==> config.mk <==
export PLATFORM = sky130hd
export DESIGN_NAME = joule_trip_integrator
export DESIGN_NICKNAME = d
export VERILOG_FILES = /design/src/rtl/jt_pkg.sv /design/src/rtl/jt_square.sv /design/src/rtl/jt_trap.sv /design/src/rtl/jt_accum.sv /design/src/rtl/joule_trip_integrator.sv
export SDC_FILE = /design/constraint.sdc
export NUM_CORES = 1
export LEC_CHECK = 0
export BUFFER_PORTS_ARGS = -buffer_cell sky130_fd_sc_hd__buf_2
export CAP_MARGIN = 25
export CORE_MARGIN = 4
export CORE_UTILIZATION = 45
export DETAILED_ROUTE_END_ITERATION = 6
export PLACE_DENSITY_LB_ADDON = 0.1
export SLEW_MARGIN = 10
export SYNTH_ARGS = -nofsm -noshare
export SYNTH_HDL_FRONTEND = slang
export SYNTH_SLANG_ARGS = --single-unit
==> constraint.sdc <==
create_clock -name clk -period 6.46 [get_ports clk]
set_clock_uncertainty 0.05 [all_clocks]
set_input_delay 0.646 -clock clk [delete_from_list [all_inputs] [get_ports clk]]
set_output_delay 0.646 -clock clk [all_outputs]
set_load 0.02 [all_outputs]
==> src/rtl/jt_pkg.sv <==
// Shared defaults and helpers for the Joule-integral trip block.
// Assumes callers size the accumulator at least as wide as a square.
package jt_pkg;
    localparam int SAMPLE_W_DEF = 16;
    localparam int ACC_W_DEF    = 56;

    // Width of the square of a SAMPLE_W-bit signed value
    function automatic int sq_width(input int sample_w);
        return 2 * sample_w;
    endfunction
endpackage

==> src/rtl/jt_square.sv <==
// Stage 1: registers the square of an accepted signed sample.
// Assumes a flush (arm) drops any sample in flight.
module jt_square #(
    parameter int SAMPLE_W = 16,
    localparam int SQ_W = 2 * SAMPLE_W
) (
    input  logic                       clk,
    input  logic                       rst_n,
    input  logic                       flush_i,
    input  logic                       take_i,
    input  logic signed [SAMPLE_W-1:0] smp_i,
    output logic                       vld_o,
    output logic        [SQ_W-1:0]     sq_o
);
    logic signed [SQ_W-1:0] ext;
    logic signed [SQ_W-1:0] prod;

    // Sign-extend and square; the square of the most negative value still fits
    always_comb begin
        ext  = SQ_W'(smp_i);
        prod = ext * ext;
    end

    // Capture the square and its valid bit
    always_ff @(posedge clk) begin
        if (!rst_n || flush_i) begin
            vld_o <= 1'b0;
            sq_o  <= '0;
        end else begin
            vld_o <= take_i;
            if (take_i) sq_o <= $unsigned(prod);
        end
    end
endmodule

==> src/rtl/jt_trap.sv <==
// Stage 2: trapezoid step, half of the current plus the previous square.
// Assumes the previous square is zero after a flush (first step of a test).
module jt_trap #(
    parameter int SQ_W = 32
) (
    input  logic            clk,
    input  logic            rst_n,
    input  logic            flush_i,
    input  logic            vld_i,
    input  logic [SQ_W-1:0] sq_i,
    output logic            vld_o,
    output logic [SQ_W-1:0] step_o
);
    logic [SQ_W-1:0] prev_q;
    logic [SQ_W:0]   pair_sum;

    // One extra bit so the sum of two squares cannot wrap before the shift
    always_comb pair_sum = {1'b0, sq_i} + {1'b0, prev_q};

    // Register the halved pair sum and remember the current square
    always_ff @(posedge clk) begin
        if (!rst_n || flush_i) begin
            vld_o  <= 1'b0;
            step_o <= '0;
            prev_q <= '0;
        end else begin
            vld_o <= vld_i;
            if (vld_i) begin
                step_o <= pair_sum[SQ_W:1];
                prev_q <= sq_i;
            end
        end
    end
endmodule

==> src/rtl/jt_accum.sv <==
// Stage 3: saturating accumulator, limit compare and trip/done latches.
// Assumes limit_i is held steady during a test; arm (flush) has priority.
module jt_accum #(
    parameter int ACC_W = 56,
    parameter int SQ_W  = 32
) (
    input  logic             clk,
    input  logic             rst_n,
    input  logic             flush_i,
    input  logic             vld_i,
    input  logic [SQ_W-1:0]  step_i,
    input  logic [ACC_W-1:0] limit_i,
    output logic [ACC_W-1:0] acc_o,
    output logic             trip_o,
    output logic             done_o,
    output logic             open_o
);
    logic             armed_q;
    logic [ACC_W:0]   wide_sum;
    logic [ACC_W-1:0] acc_nxt;

    // Add with one guard bit and clamp to all ones on carry out
    always_comb begin
        wide_sum = {1'b0, acc_o} + (ACC_W + 1)'(step_i);
        acc_nxt  = wide_sum[ACC_W] ? {ACC_W{1'b1}} : wide_sum[ACC_W-1:0];
    end

    // Accept new samples only while armed and not yet tripped
    always_comb open_o = armed_q & ~trip_o;

    // Accumulate, compare against the limit and hold the latches
    always_ff @(posedge clk) begin
        if (!rst_n) begin
            acc_o   <= '0;
            trip_o  <= 1'b0;
            done_o  <= 1'b0;
            armed_q <= 1'b0;
        end else if (flush_i) begin
            acc_o   <= '0;
            trip_o  <= 1'b0;
            done_o  <= 1'b0;
            armed_q <= 1'b1;
        end else begin
            done_o <= trip_o;
            if (vld_i && !trip_o) begin
                acc_o <= acc_nxt;
                if (acc_nxt >= limit_i) trip_o <= 1'b1;
            end
        end
    end
endmodule

==> src/rtl/joule_trip_integrator.sv <==
// Top: integrates the squared current point by point and trips on a limit.
// Assumes a fixed sample interval; time-step scaling is left to the consumer.
module joule_trip_integrator #(
    parameter int SAMPLE_W = jt_pkg::SAMPLE_W_DEF,
    parameter int ACC_W    = jt_pkg::ACC_W_DEF,
    localparam int SQ_W    = jt_pkg::sq_width(SAMPLE_W)
) (
    input  logic                       clk,
    input  logic                       rst_n,
    input  logic                       arm_i,
    input  logic                       smp_valid_i,
    input  logic signed [SAMPLE_W-1:0] smp_data_i,
    input  logic        [ACC_W-1:0]    limit_i,
    output logic        [ACC_W-1:0]    acc_o,
    output logic                       trip_o,
    output logic                       done_o
);
    logic            take;
    logic            open_w;
    logic            s1_vld;
    logic [SQ_W-1:0] s1_sq;
    logic            s2_vld;
    logic [SQ_W-1:0] s2_step;

    // A sample enters only when armed, not tripped, and not during an arm pulse
    always_comb take = smp_valid_i & open_w & ~arm_i;

    jt_square #(.SAMPLE_W(SAMPLE_W)) u_sq (
        .clk(clk), .rst_n(rst_n), .flush_i(arm_i), .take_i(take),
        .smp_i(smp_data_i), .vld_o(s1_vld), .sq_o(s1_sq)
    );

    jt_trap #(.SQ_W(SQ_W)) u_trap (
        .clk(clk), .rst_n(rst_n), .flush_i(arm_i), .vld_i(s1_vld),
        .sq_i(s1_sq), .vld_o(s2_vld), .step_o(s2_step)
    );

    jt_accum #(.ACC_W(ACC_W), .SQ_W(SQ_W)) u_acc (
        .clk(clk), .rst_n(rst_n), .flush_i(arm_i), .vld_i(s2_vld),
        .step_i(s2_step), .limit_i(limit_i), .acc_o(acc_o),
        .trip_o(trip_o), .done_o(done_o), .open_o(open_w)
    );
endmodule

======== Yosys cells after proc, flatten, opt, wreduce, memory -nomap -nowiden ========
Index checks and enable logic that the tools add are counted.
operators by class
  reductions and logical operators ........ 6
  $mul .................................... 1
  order comparisons ....................... 1
  div/mod/pow operators ................... 0
  shifts and indexed selects .............. 0
  add/subtract/negate cells ............... 2
  equality and inequality tests ........... 0
  muxes and demuxes ....................... 1
  bitwise gates (word level) .............. 6
operator list
  cell                                            number
  56-bit by 32-bit adder with 57-bit output       1
  56-bit >= comparator                            1
  56-bit two-way mux                              1
  32-bit by 32-bit adder with 33-bit output       1
  16-bit by 16-bit multiplier with 32-bit output  1
  1-bit AND                                       3
  1-bit NOT                                       3
  1-bit zero test                                 2
  2-bit AND reduction                             1
  2-bit OR reduction                              1
  1-bit logical AND                               1
  1-bit logical OR                                1
storage, ports and cells
  ROM bits ................................ 0
  memory bits (writable) .................. 0
  register bits after elaboration ......... 157
  memories ................................ 0
  bits in latches ......................... 0
  word-level logic and storage cells ...... 26
  bits of input ports ..................... 76

======== Logic depth before layout (Yosys ltp) ========
Gate-level depths: netlist (run 1).
  word-level depth ........................ 4
  gate-level depth with buffers ........... 26

======== Cells and area by module ========
A second synthesis (run 1) with hierarchy kept.
second synthesis, totals
  cells, all modules ...................... 2502
  area total of the unflattened synthesis .. 20763.7 µm²
by module, submodules not included
  module                 sequential area each (µm²)  area an instance (µm²)  instances  cells each
  jt_square              640.6                       10400.0                 1          1181
  jt_accum               1181.1                      6293.5                  1          840
  jt_trap                1301.2                      4061.4                  1          480
  joule_trip_integrator  0.0                         8.8                     1          1

======== Worst setup path after synthesis (run 1) ========
OpenSTA, ideal clock, no wires.
  kind .................................... input-to-reg
  start point ............................. input port smp_data_i[14]
  end point ............................... register u_sq.sq_o[27]
  path buffers ............................ 2
  stages on the path ...................... 24
  arrival ................................. 6.550 ns
  required time ........................... 6.348 ns
  setup slack ............................. -0.203 ns
  path through ............................ clkbuf_1 clkbuf_1 nand2_1 fa_1 inv_1 fa_1 inv_1 fa_1 inv_1 fa_1 fa_1 inv_1 fa_1 inv_1 ha_1 nand2_1 nor2_1 nand2_1 o211ai_1 o31ai_1 o31ai_1 a31oi_1 or4_1 nand3_1
on the way
  word-level cells in the longest chain between the ends .. 1
ends and longest elaborated chain
  item                                            RTL line                     RTL
  from (decl)                                     joule_trip_integrator.sv:12  input logic signed [SAMPLE_W-1:0] smp_data_i,
  16-bit by 16-bit multiplier with 32-bit output  jt_square.sv:21              prod = ext * ext;
  to (signal assigned)                            jt_square.sv:31              if (take_i) sq_o <= $unsigned(prod);
  to (decl)                                       jt_square.sv:13              output logic [SQ_W-1:0] sq_o
No other way between the ends.
A chain may end at the register's enable or synchronous reset.

======== Worst setup path after layout (run 1) ========
  start point ............................. input port smp_data_i[4]
  end point ............................... register u_sq.sq_o[31]
The elaborated chain is that of the path after synthesis.

==> flow_metrics.py, run 1 <==
metrics = {
    "global_routing": {
        "grt_pass1_vias": 15800,
        "grt_pass1_wl_um": 78600,
        "grt-ovfl-total": 0,
        "antenna_found_initial": 2,
        "grt_usage_pct": 20.1,
        "grt_start_max_net_pins": 101,
    },
    "synthesis": {
        "synth_area_leader_cell": "fa_1",
        "synthCells": 2279,
        "synth.top_cell.area_share_pct": 24.2,
        "syn_avg_cell_area_um2": 8.52,
        "synth_area_leaders": "fa_1 (24%), dfxtp_1 (16%), ha_1 (13%)",
        "synth-seq-area-share_pct": 16.0,
        "ys_types": 74,
        "synth_edf_count": 0,
        "synth_area_um2": 19400,
        "yosysWarnings": 0,
        "synth-seq-cells": 155,
        "yosys_most_used_dff": "dfxtp_1",
        "synthArstFlopShare_pct": 0,
        "syn_nets": 2799,
    },
    "critical_path": {
        "path_class": "in -> reg",
        "max_stage_delay_ps": 610,
        "cp-end-kind": "register",
        "startpoint_type": "primary input",
        "cp_common_cell": "fa_1",
        "crit_slowest_cell": "fa_1",
        "crit_required_ps": 6710,
        "crit_fanout": 5,
        "worstPathCellList": "buf_2, nand2_1, fa_1, inv_1, fa_1, fa_1, fa_1, fa_1, inv_1, fa_1, inv_1, ha_4, a2111oi_2, o21ai_1, a221oi_1, o211ai_1, o311ai_1, buf_4, nand3_1, a31oi_2, xnor2_1, a21oi_1",
        "arrival_ps": 6440,
    },
    "place": {
        "port_buffers": 133,
        "placed_area_um2": 21700,
        "hpwl_um": 39500,
        "place.gp.congestion": 0.865,
        "dp.cells": 3058,
    },
    "die": {
        "dieArea_um2": 46500,
        "coreArea_um2": 42300,
        "start_util_pct": 45.9,
        "rows": 75,
        "io_pins": 134,
        "fp.dieW_um": 216,
        "die_h_um": 216,
    },
    "cts": {
        "cts_buffer_depth": 2,
        "clock-sinks": 155,
        "cts.clk_slew.worst_paths_ps": 60,
        "cts_max_level": 4,
        "clk_latency_ps": 430,
        "postCtsHoldBufs": 0,
        "root_buffer": "clkbuf_16",
        "cts_tree": "done",
        "cts_buffers": 17,
    },
    "detailed_routing": {
        "detail-route-antenna-nets": 0,
        "vias": 15600,
        "wire_per_inst_um": 15.0,
        "vias_per_cell": 5.05,
        "drc": 0,
        "drtPass1Iterations": 5,
        "drt_iter0_drc": 642,
        "wl_um": 46400,
    },
    "power_and_ir_drop": {
        "static-leakage-power_nw": 11.5,
        "p_per_area_nw_per_um2": 525,
        "ir_drop_uv": 682,
    },
    "timing": {
        "tightest_slew_ps": 1030,
        "clock.fmax_ghz": 0.162,
        "relSlewSlack_pct": 31.0,
        "setup_violations": 0,
        "final_hold_viol_count": 0,
        "period_share_pct": 95.8,
        "slew_viol_final": 0,
        "grt_setup_unrepaired": "false",
        "period_minus_slack_ps": 6190,
    },
    "final_layout": {
        "areaGrowthSynthToFinish_pct": 15.5,
        "final_cell_mix": "inv_1 (417), fa_1 (233), nand2_1 (217)",
        "final_common_cell": "inv_1",
        "final_layout_size_suffix_gt1_share_pct": 15.0,
        "stdcell_count": 3092,
        "n_antenna_cell": 0,
        "final_nets": 3022,
        "fin_util_pct": 53.0,
        "n_fill_cell": 4002,
        "final_cell_area_um2": 22400,
    },
    "status": {
        "outcome": "finished, final reports clean",
    },
    "run": {
        "cap_violations": 0,
    },
    "hold_path": {
        "hp-class": "reg -> reg",
    },
}
## logic make-up after synthesis
kind of cell             Yosys count  synth area share, %
multiplexers                      60                 3.11
AND/OR/NAND/NOR                  602                 14.5
adder cells (fa/ha/maj)          444                 37.7
buffers and inverters            504                 9.82
flip-flops                       155                 16.0
XOR/XNOR                         114                 5.14
AO/OA/AOI/OAI                    400                 13.8
## final cells by class
type	count	area [um^2]	share of cell area, %
multi-input cells	1620	14500	64.8
flip-flops and latches	155	3110	13.9
repair buffers	287	1880	8.40
inverters	421	1580	7.05
well taps	577	722	3.22
clock buffers	21	470	2.10
clock inverters	11	119	0.530
## what timing repair did
action                     in CTS  in global routing
setup buffers                   0                  1
setup endpoints to repair       0                  8
resized for setup               0                 25
## synth_stat cells (all sizes together) (50+ instances only)
library cell  number
nand2            217
nor2             163
ha               209
and2              50
mux2i             58
clkbuf            70
dfxtp            155
xnor2             74
a21o              53
fa               235
o21ai             68
inv              421
a21oi            119
## worst paths after layout
path / from / end / slack (ps) / depth (start not counted)
setup / recovery: smp_data_i[4] / u_sq.sq_o[31]$_SDFFE_PP0P_ / 270 / 22
hold / removal: u_sq.sq_o[7]$_SDFFE_PP0P_ / u_sq.sq_o[7]$_SDFFE_PP0P_ / 430 / 2
setup reg to reg: u_acc.acc_o[1]$_SDFFE_PP0P_ / u_acc.trip_o$_SDFFE_PP0P_ / 950 / 20
hold reg to reg: u_sq.sq_o[7]$_SDFFE_PP0P_ / u_sq.sq_o[7]$_SDFFE_PP0P_ / 430 / 2
## worst max-delay path: cells and delay by family
family,cells,cell delay [ps]
xor+xnor,1,130
simple gates,2,190
buf+inv,5,540
fa+ha+maj,7,3430
compound gates,7,1510
## layer usage
layer  global-route usage (%)  part of all wire, %
met3                     2.28                  3.4
met1                     27.4                   47
met2                     35.0                   48
met4                     3.65                 0.95
met5                        0                0.047
## metrics by stage
stage / total power [mW] / hold slack, ps / setup TNS [ps] / setup WS, ps
3_5_place_dp: 10.6 / 417 / -1830 / -327
4_1_cts: 11.7 / 427 / 0 / 146
5_1_grt: 13.3 / 445 / 0 / 7.29
6_report: 11.8 / 426 / 0 / 272
3_3_place_gp: 10.5 / 414 / -1080 / -223
2_1_floorplan: 7.55 / 399 / 0 / 3.97
## where the power goes
group	total, mW	switching, mW	internal [mW]
registers	1.02	0.0315	0.992
clock network	0.996	0.399	0.597
logic	9.75	4.99	4.77
total	11.8	5.42	6.36
## flip-flops by register name, summed over array words and instances (netlist names)
| register | flops |
|---|---|
| u_acc.acc_o | 56 |
| u_acc.armed_q | 1 |
| u_acc.done_o | 1 |
| u_acc.trip_o | 1 |
| u_sq.sq_o | 31 |
| u_sq.vld_o | 1 |
| u_trap.prev_q | 31 |
| u_trap.step_o | 32 |
| u_trap.vld_o | 1 |
Power figures use the tool's default switching activity.
==> run 2: changes to the inputs <==
--- a/config.mk
+++ b/config.mk
@@ -8,6 +8,8 @@
 export BUFFER_PORTS_ARGS = -buffer_cell sky130_fd_sc_hd__buf_2
 export CAP_MARGIN = 25
+export CELL_PAD_IN_SITES_DETAIL_PLACEMENT = 0
+export CELL_PAD_IN_SITES_GLOBAL_PLACEMENT = 1
 export CORE_MARGIN = 4
-export CORE_UTILIZATION = 45
+export CORE_UTILIZATION = 44
 export DETAILED_ROUTE_END_ITERATION = 6
 export PLACE_DENSITY_LB_ADDON = 0.1
==> constraint.sdc (replaced) <==
create_clock -name clk -period 6.46 [get_ports clk]
set_clock_uncertainty 0.05 [all_clocks]
set_input_delay 0.323 -clock clk [delete_from_list [all_inputs] [get_ports clk]]
set_output_delay 0.323 -clock clk [all_outputs]
set_load 0.02 [all_outputs]
==> run 2 against run 1 <==
  * Sequential power about the same
  * Cell count shrank 1.6%
  * Via count fell by 1.7%
  * Design area down 2.6%
  * Global-route usage is 0.074 points higher
  * Critical path type unchanged
==> flow_metrics.py, run 2 (synthesis gave the netlist of run 1 again) <==
metrics = {
    "status": {
        "outcome": "finished, final reports clean",
    },
    "cts": {
        "post_cts_buffers": 0,
        "cts_tree": "done",
        "root_buffer": "clkbuf_16",
        "cts.clk_slew.worst_paths_ps": 60,
        "cts_buffers": 17,
        "clock-sinks": 155,
        "cts_resized": 0,
        "clk_latency_ps": 440,
        "postCtsHoldBufs": 0,
        "cts_buffer_depth": 2,
        "cts_max_level": 4,
    },
    "power_and_ir_drop": {
        "ir_drop_uv": 488,
        "p_per_area_nw_per_um2": 502,
        "static-leakage-power_nw": 11.2,
    },
    "place": {
        "placed_area_um2": 21300,
        "dp.cells": 3009,
        "hpwl_um": 40000,
        "port_buffers": 133,
        "place.gp.congestion": 0.854,
    },
    "detailed_routing": {
        "wl_um": 47300,
        "vias_per_cell": 5.04,
        "vias": 15300,
        "drc": 0,
        "drt_iter0_drc": 549,
        "wire_per_inst_um": 15.6,
        "detail-route-antenna-nets": 0,
        "drtPass1Iterations": 5,
    },
    "critical_path": {
        "crit_fanout": 8,
        "startpoint_type": "primary input",
        "rr_endpoint": "u_acc.trip_o$_SDFFE_PP0P_",
        "r2r_cells": 20,
        "max_stage_delay_ps": 540,
        "crit_required_ps": 6700,
        "reg2reg_from": "u_acc.acc_o[1]$_SDFFE_PP0P_",
        "arrival_ps": 6290,
        "cp_num_buf_inv": 6,
        "crit_slowest_cell": "fa_1",
        "path_class": "in -> reg",
        "critPathLaunch": "smp_data_i[2]",
        "regToRegSetupSlack_ps": 1020,
        "critical_path_depth": 23,
        "critical_path.endpoint": "u_sq.sq_o[31]$_SDFFE_PP0P_",
        "worstPathCellList": "buf_2, and2_1, inv_1, fa_1, inv_1, fa_1, fa_1, fa_1, fa_1, inv_1, fa_1, inv_1, ha_1, a2111oi_0, o21ai_0, a221oi_1, o211ai_1, o311ai_1, buf_4, nand3_1, a31oi_1, xnor2_1, a21oi_1",
        "cp_common_cell": "fa_1",
        "worst_path_dominant_cell_family": "adder cells",
        "cp-end-kind": "register",
    },
    "die": {
        "dieArea_um2": 47600,
        "die_h_um": 218,
        "coreArea_um2": 43400,
        "fp.dieW_um": 218,
        "start_util_pct": 44.8,
        "rows": 76,
        "io_pins": 134,
    },
    "global_routing": {
        "grt_start_max_net_pins": 72,
        "antenna_found_initial": 1,
        "grt_pass1_wl_um": 79000,
        "grt_pass1_vias": 15600,
        "grt-ovfl-total": 0,
        "grt_usage_pct": 20.2,
    },
    "run": {
        "cap_violations": 0,
    },
    "final_layout": {
        "final_cell_mix": "inv_1 (421), fa_1 (235), nand2_1 (217)",
        "final_layout_size_suffix_gt1_share_pct": 12.0,
        "final_nets": 2964,
        "stdcell_count": 3042,
        "final_cell_area_um2": 21800,
        "regMostFlops": "u_acc.acc_o",
        "final_common_cell": "inv_1",
        "areaGrowthSynthToFinish_pct": 12.5,
        "fin_util_pct": 50.4,
        "largest_reg_flops": 56,
        "largestRegisters": "u_acc.acc_o: 56 flops, u_trap.step_o: 32 flops",
        "n_antenna_cell": 0,
    },
    "timing": {
        "slew_viol_final": 0,
        "clock.fmax_ghz": 0.165,
        "tightest_slew_ps": 804,
        "tns_ps": 0,
        "setup_violations": 0,
        "period_minus_slack_ps": 6050,
        "grt_setup_unrepaired": "false",
        "relSlewSlack_pct": 46.3,
        "whs_ps": 167,
        "final_hold_viol_count": 0,
        "period_share_pct": 93.7,
    },
    "hold_path": {
        "hp-class": "in -> reg",
    },
}
==> run 2: cell count changes in the layout (fill, tap and decap cells not counted), sizes merged <==
cell / change
buf: -56
clkinvlp: -3
bufinv: -1
clkbuf: +1
clkinv: +1
==> run 2: layout make-up <==
cell class | instances | area (um^2)
fill | 4311 | 21500
timing repair buffer | 229 | 1410
inverter | 421 | 1580
clock inverter | 8 | 67.6
tap | 585 | 732
multi-input combinational | 1620 | 14500
clock buffer | 24 | 492
sequential | 155 | 3110
==> run 2: how the worst min path moves through the flow <==
| stage | startpoint | to | slack, ps | depth (start not counted) |
|---|---|---|---|---|
| after floorplan | arm_i | u_acc.armed_q$_SDFFE_PN0P_ | 380 | 1 |
| after global placement | u_sq.sq_o[29]$_SDFFE_PP0P_ | u_sq.sq_o[29]$_SDFFE_PP0P_ | 420 | 2 |
| after detailed placement | u_sq.sq_o[29]$_SDFFE_PP0P_ | u_sq.sq_o[29]$_SDFFE_PP0P_ | 420 | 2 |
| after CTS | rst_n | u_acc.armed_q$_SDFFE_PN0P_ | 150 | 2 |
| after global routing | rst_n | u_acc.armed_q$_SDFFE_PN0P_ | 150 | 2 |
| final | rst_n | u_acc.armed_q$_SDFFE_PN0P_ | 170 | 2 |
==> run 2: metal layers <==
metal	share of wire [%]	GRT usage, %
met1	48	27.9
met2	47	34.6
met3	2.8	2.21
met4	1.5	3.94
met5	0	0
==> run 2: through the flow <==
stage / power (mW) / setup WS (ps)
final: 11.0 / 410
after global routing: 12.4 / 99.7
after CTS: 11.1 / 416
after detailed placement: 10.1 / -29.9
after global placement: 10.0 / -36.7
after floorplan: 7.47 / 120
==> run 2: power breakdown <==
part / total (mW) / switching, mW / leakage [nW] / internal, mW
clock network: 0.952 / 0.386 / 0.280 / 0.566
registers: 1.02 / 0.0313 / 1.25 / 0.992
logic: 8.99 / 4.76 / 9.70 / 4.23
==> run 2: worst reg2reg max path: stages (launching register included) <==
cell and delay (ps):
dfxtp_1 420, ha_1 290, a211oi_2 290, o21ai_1 170
a221o_1 380, a2111oi_4 490, nor3b_2 160, o31ai_1 440
xor2_1 310, nand2_1 120, ha_1 320, a21o_1 180
a21o_1 160, a21o_1 170, a21o_1 170, a21o_1 170
a21o_1 170, a2111oi_0 460, buf_4 210, o31a_1 120
o21ai_0 70
==> run 3: changes to the inputs <==
- CORE_UTILIZATION: 44 -> 45
- clock period: 6.46 -> 5.9 ns (I/O delays scaled with it)
==> run 3 against run 2 <==
  * Die area fell by 2.1%
  * Sequential power rose by 11%
  * Utilization rose by 3.9 points
  * Critical path type unchanged
  * Largest power group unchanged
  * Worst setup slack got worse by 240 ps
  * Critical path depth did not move
  * Via count rose by 3.0%
==> flow_metrics.py, run 3 (synthesis gave the netlist of run 1 again) <==
metrics = {
    "timing": {
        "slew_viol_final": 0,
        "clock.fmax_ghz": 0.175,
        "final_hold_viol_count": 0,
        "tightest_slew_ps": 793,
        "period_minus_slack_ps": 5730,
        "period_share_pct": 97.0,
        "setup_violations": 0,
        "relSlewSlack_pct": 47.1,
        "whs_ps": 104,
        "setup_ws_ps": 174,
        "tns_ps": 0,
    },
    "detailed_routing": {
        "vias_per_cell": 5.07,
        "drtPass1Iterations": 5,
        "drt_iter0_drc": 689,
        "wl_um": 49900,
        "detail-route-antenna-nets": 0,
        "vias": 15800,
        "drc": 0,
        "wire_per_inst_um": 16.0,
    },
    "power_and_ir_drop": {
        "ir_drop_uv": 605,
        "p_per_area_nw_per_um2": 635,
        "static-leakage-power_nw": 11.7,
    },
    "critical_path": {
        "cp_common_cell": "fa_1",
        "crit_fanout": 10,
        "path_class": "in -> reg",
        "arrival_ps": 6010,
        "crit_slowest_cell": "fa_1",
        "worstPathCellList": "buf_8, and2_4, fa_1, inv_2, fa_1, inv_2, fa_1, fa_1, fa_1, inv_2, fa_1, inv_2, ha_4, a2111oi_4, o21ai_1, a221oi_2, o211ai_1, buf_4, o311ai_4, nand3_1, a31oi_1, xnor2_1, a21oi_1",
        "critPathLaunch": "smp_data_i[1]",
        "max_stage_delay_ps": 600,
        "cp-end-kind": "register",
        "startpoint_type": "primary input",
        "reg2reg_from": "u_acc.acc_o[1]$_SDFFE_PP0P_",
        "crit_required_ps": 6180,
    },
    "final_layout": {
        "n_fill_cell": 4052,
        "final_nets": 3051,
        "largestRegisters": "u_acc.acc_o: 56 flops, u_trap.step_o: 32 flops",
        "final_layout_size_suffix_gt1_share_pct": 18.1,
        "largest_reg_flops": 56,
        "n_antenna_cell": 0,
        "fin_util_pct": 54.3,
        "final_cell_mix": "inv_1 (403), fa_1 (228), nand2_1 (207)",
        "regMostFlops": "u_acc.acc_o",
        "final_common_cell": "inv_1",
        "areaGrowthSynthToFinish_pct": 18.4,
        "final_cell_area_um2": 23000,
    },
    "place": {
        "place.gp.congestion": 0.853,
        "port_buffers": 133,
        "placed_area_um2": 21900,
        "hpwl_um": 42200,
        "place_ws_ps": -534,
    },
    "die": {
        "dieArea_um2": 46500,
        "start_util_pct": 45.9,
        "fp.dieW_um": 216,
        "coreArea_um2": 42300,
        "rows": 75,
        "die_h_um": 216,
        "io_pins": 134,
    },
    "status": {
        "outcome": "finished, final reports clean",
    },
    "global_routing": {
        "grt_usage_pct": 21.8,
        "antenna_found_initial": 1,
        "grt_pass1_wl_um": 83900,
        "grt-ovfl-total": 0,
        "grt_start_max_net_pins": 78,
        "grt_pass1_vias": 16400,
    },
    "cts": {
        "clk_latency_ps": 450,
        "cts_tree": "done",
        "root_buffer": "clkbuf_16",
        "cts_max_level": 4,
        "cts_buffer_depth": 2,
        "cts_buffers": 17,
        "clock-sinks": 155,
        "cts.clk_slew.worst_paths_ps": 60,
    },
    "hold_path": {
        "hp-class": "in -> reg",
        "worstHoldStart": "rst_n",
    },
    "run": {
        "cap_violations": 0,
    },
}
==> run 3: changes by cell type in the layout (fill, tap and decap cells not counted), sizes merged <==
cell,before,now
bufinv,1,2
buf,229,314
clkbuf,24,21
inv,421,425
clkinvlp,1,3
clkinv,6,3
==> run 3: worst paths after layout <==
check | to | slack (ps) | cells past startpoint
min reg2reg | u_sq.sq_o[15]$_SDFFE_PP0P_ | 430 | 2
min | u_acc.armed_q$_SDFFE_PN0P_ | 100 | 2
max reg2reg | u_acc.trip_o$_SDFFE_PP0P_ | 350 | 19
max | u_sq.sq_o[31]$_SDFFE_PP0P_ | 170 | 23
==> run 3: layout make-up <==
class	instances	area (um^2)	area share, %
multi-input cells	1620	14800	64.4
flip-flops and latches	155	3110	13.5
repair buffers	316	2200	9.59
inverters	421	1590	6.91
well taps	577	722	3.14
clock buffers	19	433	1.88
clock inverters	12	141	0.615
==> run 3: routing by layer <==
metal	routed length [um]	GRT usage, %	up-vias
met5	10	0	-
met4	920	5.30	2
met3	1380	2.15	47
met2	24600	38.6	235
met1	23000	28.9	7548
li1	-	-	7972
==> run 3: critical path: cells and delay by family <==
family,cells,cell delay (ps)
adders and majority gates,7,3290
AOI/OAI and AO/OA,7,1430
xor gates and xnor gates,1,130
and+or+nand+nor,2,290
buffers and inverters,6,550
==> run 3: repair_timing <==
item	4_1_cts	5_1_grt
resized for setup	1	121
pin swaps	2	71
buffers inserted	0	14
setup endpoints to repair	2	15
hold buffers	0	0
==> run 3: report_power, final <==
group | internal [mW] | switching [mW] | total [mW]
registers | 1.09 | 0.0472 | 1.13
clock network | 0.625 | 0.465 | 1.09
logic | 6.25 | 6.14 | 12.4
==> run 3: metrics by stage <==
| stage | std cells | total power, mW |
|---|---|---|
| finish | 3120 | 14.6 |
| global route | 3120 | 16.4 |
| CTS | 3106 | 13.6 |
| detailed placement | 3075 | 12.4 |
| global placement | 3075 | 12.3 |
| floorplan | 2279 | 8.64 |
